[src/rtl/col_pkg.sv]
package col_pkg;

  localparam int NUM_OBJ    = 6;
  localparam int NUM_REG    = 8;
  localparam int FLAGS_PER  = 2;
  localparam int NUM_SLOT   = NUM_REG * FLAGS_PER;
  localparam int SPARE_SLOT = 12;

  // object positions inside the packed pixel vector
  localparam int OBJ_PF = 0;
  localparam int OBJ_BL = 1;
  localparam int OBJ_M1 = 2;
  localparam int OBJ_M0 = 3;
  localparam int OBJ_P1 = 4;
  localparam int OBJ_P0 = 5;
  localparam int OBJ_NONE = -1;

  typedef logic [NUM_OBJ-1:0]  obj_vec_t;
  typedef logic [NUM_SLOT-1:0] slot_vec_t;

  // slot 2*r+1 feeds bit 7 of register r, slot 2*r feeds bit 6
  function automatic int slot_obj_a(input int slot);
    case (slot)
      0, 1, 8, 9, 14: slot_obj_a = OBJ_M0;
      2, 3, 10, 11:   slot_obj_a = OBJ_M1;
      4, 5, 15:       slot_obj_a = OBJ_P0;
      6, 7:           slot_obj_a = OBJ_P1;
      13:             slot_obj_a = OBJ_BL;
      default:        slot_obj_a = OBJ_NONE;
    endcase
  endfunction

  function automatic int slot_obj_b(input int slot);
    case (slot)
      0, 3:             slot_obj_b = OBJ_P0;
      1, 2, 15:         slot_obj_b = OBJ_P1;
      4, 6, 8, 10:      slot_obj_b = OBJ_BL;
      5, 7, 9, 11, 13:  slot_obj_b = OBJ_PF;
      14:               slot_obj_b = OBJ_M1;
      default:          slot_obj_b = OBJ_NONE;
    endcase
  endfunction

endpackage

[src/rtl/col_pair_detect.sv]
module col_pair_detect
  import col_pkg::*;
(
  input  obj_vec_t  pix,
  output slot_vec_t hit
);

  for (genvar s = 0; s < NUM_SLOT; s++) begin : g_slot
    localparam int A = slot_obj_a(s);
    localparam int B = slot_obj_b(s);
    if (A == OBJ_NONE || B == OBJ_NONE) begin : g_spare
      assign hit[s] = 1'b0;
    end else begin : g_pair
      assign hit[s] = pix[A] & pix[B];
    end
  end

endmodule

[src/rtl/col_latch_bank.sv]
module col_latch_bank
  import col_pkg::*;
(
  input  logic      clk,
  input  logic      rst,
  input  logic      clr,
  input  logic      sample_en,
  input  slot_vec_t hit,
  output slot_vec_t latch_q
);

  for (genvar s = 0; s < NUM_SLOT; s++) begin : g_latch
    if (s == SPARE_SLOT) begin : g_tie
      assign latch_q[s] = 1'b0;
    end else begin : g_ff
      logic q;
      always_ff @(posedge clk) begin
        if (rst || clr)
          q <= 1'b0;
        else if (sample_en && hit[s])
          q <= 1'b1;
      end
      assign latch_q[s] = q;
    end
  end

endmodule

[src/rtl/col_read_port.sv]
module col_read_port
  import col_pkg::*;
#(
  parameter int DEC_W  = 4,
  parameter int DATA_W = 8
) (
  input  logic              clk,
  input  logic              rst,
  input  logic              rd_en,
  input  logic [DEC_W-1:0]  rd_idx,
  input  slot_vec_t         latch_q,
  output logic [DATA_W-1:0] rd_data
);

  localparam int IDX_W = $clog2(NUM_REG);
  localparam int PAD_W = DATA_W - FLAGS_PER;

  logic [FLAGS_PER-1:0] reg_flags [NUM_REG];
  logic [DATA_W-1:0]    sel_data;

  for (genvar r = 0; r < NUM_REG; r++) begin : g_reg
    assign reg_flags[r] = latch_q[FLAGS_PER*r +: FLAGS_PER];
  end

  always_comb begin
    if (int'(rd_idx) < NUM_REG)
      sel_data = {reg_flags[rd_idx[IDX_W-1:0]], {PAD_W{1'b0}}};
    else
      sel_data = '0;
  end

  always_ff @(posedge clk) begin
    if (rst)
      rd_data <= '0;
    else if (rd_en)
      rd_data <= sel_data;
    else
      rd_data <= '0;
  end

endmodule

[src/rtl/col_latch_array.sv]
module col_latch_array
  import col_pkg::*;
#(
  parameter int RD_ADDR_W = 8,
  parameter int WR_ADDR_W = 8,
  parameter int RD_DEC_W  = 4,
  parameter int WR_DEC_W  = 6,
  parameter logic [WR_DEC_W-1:0] CLR_ADDR = 6'h2C
) (
  input  logic                 clk,
  input  logic                 rst,
  input  logic                 pix_valid,
  input  logic                 obj_p0,
  input  logic                 obj_p1,
  input  logic                 obj_m0,
  input  logic                 obj_m1,
  input  logic                 obj_bl,
  input  logic                 obj_pf,
  input  logic                 wr_en,
  input  logic [WR_ADDR_W-1:0] wr_addr,
  input  logic                 rd_en,
  input  logic [RD_ADDR_W-1:0] rd_addr,
  output logic [7:0]           rd_data
);

  obj_vec_t  pix;
  slot_vec_t hit;
  slot_vec_t latch_q;
  logic      clr_hit;

  assign pix[OBJ_P0] = obj_p0;
  assign pix[OBJ_P1] = obj_p1;
  assign pix[OBJ_M0] = obj_m0;
  assign pix[OBJ_M1] = obj_m1;
  assign pix[OBJ_BL] = obj_bl;
  assign pix[OBJ_PF] = obj_pf;

  assign clr_hit = wr_en && (wr_addr[WR_DEC_W-1:0] == CLR_ADDR);

  col_pair_detect u_detect (
    .pix (pix),
    .hit (hit)
  );

  col_latch_bank u_bank (
    .clk       (clk),
    .rst       (rst),
    .clr       (clr_hit),
    .sample_en (pix_valid),
    .hit       (hit),
    .latch_q   (latch_q)
  );

  col_read_port #(
    .DEC_W  (RD_DEC_W),
    .DATA_W (8)
  ) u_read (
    .clk     (clk),
    .rst     (rst),
    .rd_en   (rd_en),
    .rd_idx  (rd_addr[RD_DEC_W-1:0]),
    .latch_q (latch_q),
    .rd_data (rd_data)
  );

endmodule

[config.mk]
export PLATFORM = sky130hd
export DESIGN_NAME = col_latch_array
export DESIGN_NICKNAME = d
export VERILOG_FILES = /design/src/rtl/col_pkg.sv /design/src/rtl/col_pair_detect.sv /design/src/rtl/col_latch_bank.sv /design/src/rtl/col_read_port.sv /design/src/rtl/col_latch_array.sv
export SDC_FILE = /design/constraint.sdc
export NUM_CORES = 1
export LEC_CHECK = 0
export ABC_AREA = 0
export CAP_MARGIN = 20
export CORE_AREA = 2 2 39 41
export CTS_BUF_LIST = sky130_fd_sc_hd__clkbuf_8
export DETAILED_ROUTE_END_ITERATION = 6
export DIE_AREA = 0 0 41 43
export DONT_BUFFER_PORTS = 1
export GPL_TIMING_DRIVEN = 0
export PLACE_DENSITY = 0.68
export SYNTH_ARGS = -nofsm -noshare
export SYNTH_HDL_FRONTEND = slang
export SYNTH_SLANG_ARGS = --single-unit
export TNS_END_PERCENT = 100
[constraint.sdc]
create_clock -name clk -period 1.4 [get_ports clk]
set_clock_uncertainty 0.2 [all_clocks]
set_input_delay 0.14 -clock clk [delete_from_list [all_inputs] [get_ports clk]]
set_output_delay 0.14 -clock clk [all_outputs]
set_load 0.005 [all_outputs]
==> flow_metrics.py <==
metrics = {
    "floorplan": {
        "rows": 14,
        "dieWidth_um": 41,
        "io_pins": 35,
        "die_h_um": 43,
        "dieArea_um2": 1760,
        "start_util_pct": 51.1,
        "core_um2": 1380,
    },
    "place": {
        "io_buffers": 0,
        "dp_hpwl_um": 1030,
        "place.gp.congestion": 0.776,
    },
    "timing": {
        "finalHoldViolCount": 2,
        "layout_min_cycle_time_ns": 1.35,
        "setup_viol": 0,
        "fin_tns_setup_ns": 0,
        "min_period_over_period_pct": 96.4,
        "rsz0062_at_grt": "no",
        "slew_violations": 0,
        "clock.fmax_mhz": 741,
        "holdWs_ns": -0.123,
    },
    "worst_setup_path": {
        "critical_path_class": "input port to register",
        "cpMaxStageDelayCell": "dlygate4sd3_1",
        "cpPeakStageDelay_ns": 0.64,
        "path_cells": "and4b_1 > a31o_2 > dlygate4sd3_1 > nor2_1",
        "critical_path_buf_inv_count": 1,
        "cpLargestDelayFamily": "buffers and inverters",
        "critPathMaxFanout": 5,
        "cp_data_required_time_ns": 1.38,
        "crit_arrival_ns": 1.33,
        "startpoint_type": "input port",
        "end_kind": "register",
    },
    "synthesis": {
        "yosys.area.top_type": "dfxtp_1",
        "ys_seq_area_share_pct": 48.1,
        "ys_ff_latch": 17,
        "yosysTopAreaCellShare_pct": 48.1,
        "ys_types": 17,
        "synth.area.top_cells": "dfxtp_1 (48%), mux4_1 (11%), nor2_1 (10%)",
        "ys_warn_count": 0,
        "avgSynthCellArea_um2": 9.82,
        "synth_area_um2": 707,
        "syn_inst": 72,
    },
    "power_and_ir_drop": {
        "p_leak_nw": 0.378,
        "p_sw_share_pct": 22.7,
        "comb_power_share_pct": 11.8,
        "pwr-share-clk_pct": 35.9,
        "peakVddDrop_uv": 1140,
        "power_frac_seq_pct": 52.3,
        "switchingPower_uw": 225,
        "intPower_uw": 769,
        "power.density_nw_per_um2": 1130,
    },
    "worst_hold_path": {
        "hp-class": "input port to register",
    },
    "final_layout": {
        "final_common_cell": "nor2_1",
        "drive_gt1_share_pct": 15.6,
        "nNetsFinal": 118,
        "fillers": 117,
        "area_delta_synth_final_pct": 24.8,
        "final_util_pct": 63.7,
        "diodes": 0,
        "final_cell_mix": "nor2_1 (19), dfxtp_1 (17), a31oi_1 (10)",
    },
    "drt": {
        "dr_wl_met2_um": 704,
        "drtIter0Drc": 13,
        "drtPass1Iterations": 7,
        "dr_wl_met3_um": 119,
        "route.detailed.drc": 0,
        "wirelength_um": 1450,
        "wl_per_cell_um": 13.7,
        "viasPerCell": 5.44,
        "wl_met1_um": 628,
        "route.vias.total": 577,
        "ant_nets": 0,
        "highest_layer": "met3",
    },
    "cts": {
        "cts.hold.buffers_added": 9,
        "cts_resized": 0,
        "cts_inserted_buffers": 3,
        "cts_root_buffer": "clkbuf_8",
        "cts.sinks": 17,
        "clkTransAtPathRegs_ns": 0.06,
        "htree_levels": 1,
        "tritoncts": "built",
        "clkLatencyLatePin_ns": 0.25,
        "postCtsSetupBuffers": 0,
        "cts.path.max_buffers": 2,
    },
    "global_route": {
        "grt_pass1_vias": 519,
        "overflow": 0,
        "track_usage_pct": 20.2,
        "grt_max_degree": 11,
        "antenna_found_initial": 0,
        "grt_pass1_wl_um": 2340,
    },
    "status": {
        "run_status": "finished with violations",
        "violations": "hold timing",
    },
    "job": {
        "cap_violations": 0,
    },
}
routing by layer:
metal	global-route usage, %	up-vias
met5	0	-
met2	29.4	27
met4	6.00	0
met3	9.95	0
met1	25.8	265
li1	-	285
stage by stage:
stage	std cells	hold slack [ns]	instance area, um2	total power, mW	setup WS [ns]
3_5_place_dp	93	0.0521	746	0.614	0.101
3_3_place_gp	93	0.0519	746	0.612	0.104
2_1_floorplan	77	0.0465	726	0.601	0.153
5_1_grt	106	-0.125	882	1.04	0.0188
6_report	106	-0.123	882	0.995	0.0511
4_1_cts	106	-0.122	882	1.00	0.0492
logic make-up after synthesis:
group / Yosys count / synth area share, %
AOI/OAI and AO/OA: 17 / 14.9
buffers and inverters: 8 / 7.61
DFF: 17 / 48.1
muxes: 5 / 14.2
other: 1 / 0.530
and+or+nand+nor: 24 / 14.7
power groups by stage:
stage	combinational [mW]	sequential (mW)	clock (mW)
2_1_floorplan	0.0749	0.526	0
3_3_place_gp	0.0826	0.529	0
3_5_place_dp	0.0847	0.529	0
4_1_cts	0.117	0.519	0.365
5_1_grt	0.132	0.521	0.389
6_report	0.117	0.520	0.357
sequential cells by signal (all words and copies together), names as in the netlist:
signal                 count
u_read.rd_data             2
u_bank.g_latch.g_ff.q     15
synth_stat cells (all sizes together):
| cell | instances |
|---|---|
| buf | 7 |
| mux2i | 1 |
| or3b | 1 |
| clkbuf | 1 |
| mux4 | 3 |
| conb | 1 |
| mux2 | 1 |
| and4b | 1 |
| nor2 | 19 |
| a311oi | 1 |
| dfxtp | 17 |
| a21oi | 5 |
| a31o | 1 |
| a31oi | 10 |
| and2 | 1 |
| nand2 | 2 |
final timing paths:
check / startpoint / cells past startpoint / slack, ns / endpoint
worst max register to register: u_bank.g_latch[11].g_ff.q / 3 / 0.09 / u_read.rd_data[7]
worst max-delay path: wr_addr[3] / 4 / 0.05 / u_bank.g_latch[0].g_ff.q
worst min register to register: u_bank.g_latch[8].g_ff.q / 2 / 0.26 / u_bank.g_latch[8].g_ff.q
worst min-delay path: rst / 2 / -0.12 / u_read.rd_data[7]
area by class of cell:
| class | count | area [um2] | area share [%] |
|---|---|---|---|
| flip-flops and latches | 17 | 340 | 38.6 |
| multi-input cells | 52 | 332 | 37.6 |
| repair buffers | 9 | 90.1 | 10.2 |
| plain buffers | 8 | 53.8 | 6.10 |
| clock buffers | 3 | 41.3 | 4.68 |
| well taps | 16 | 20.0 | 2.27 |
| clock inverters | 1 | 5.00 | 0.567 |
No activity file was read; power rests on OpenSTA's default activity.
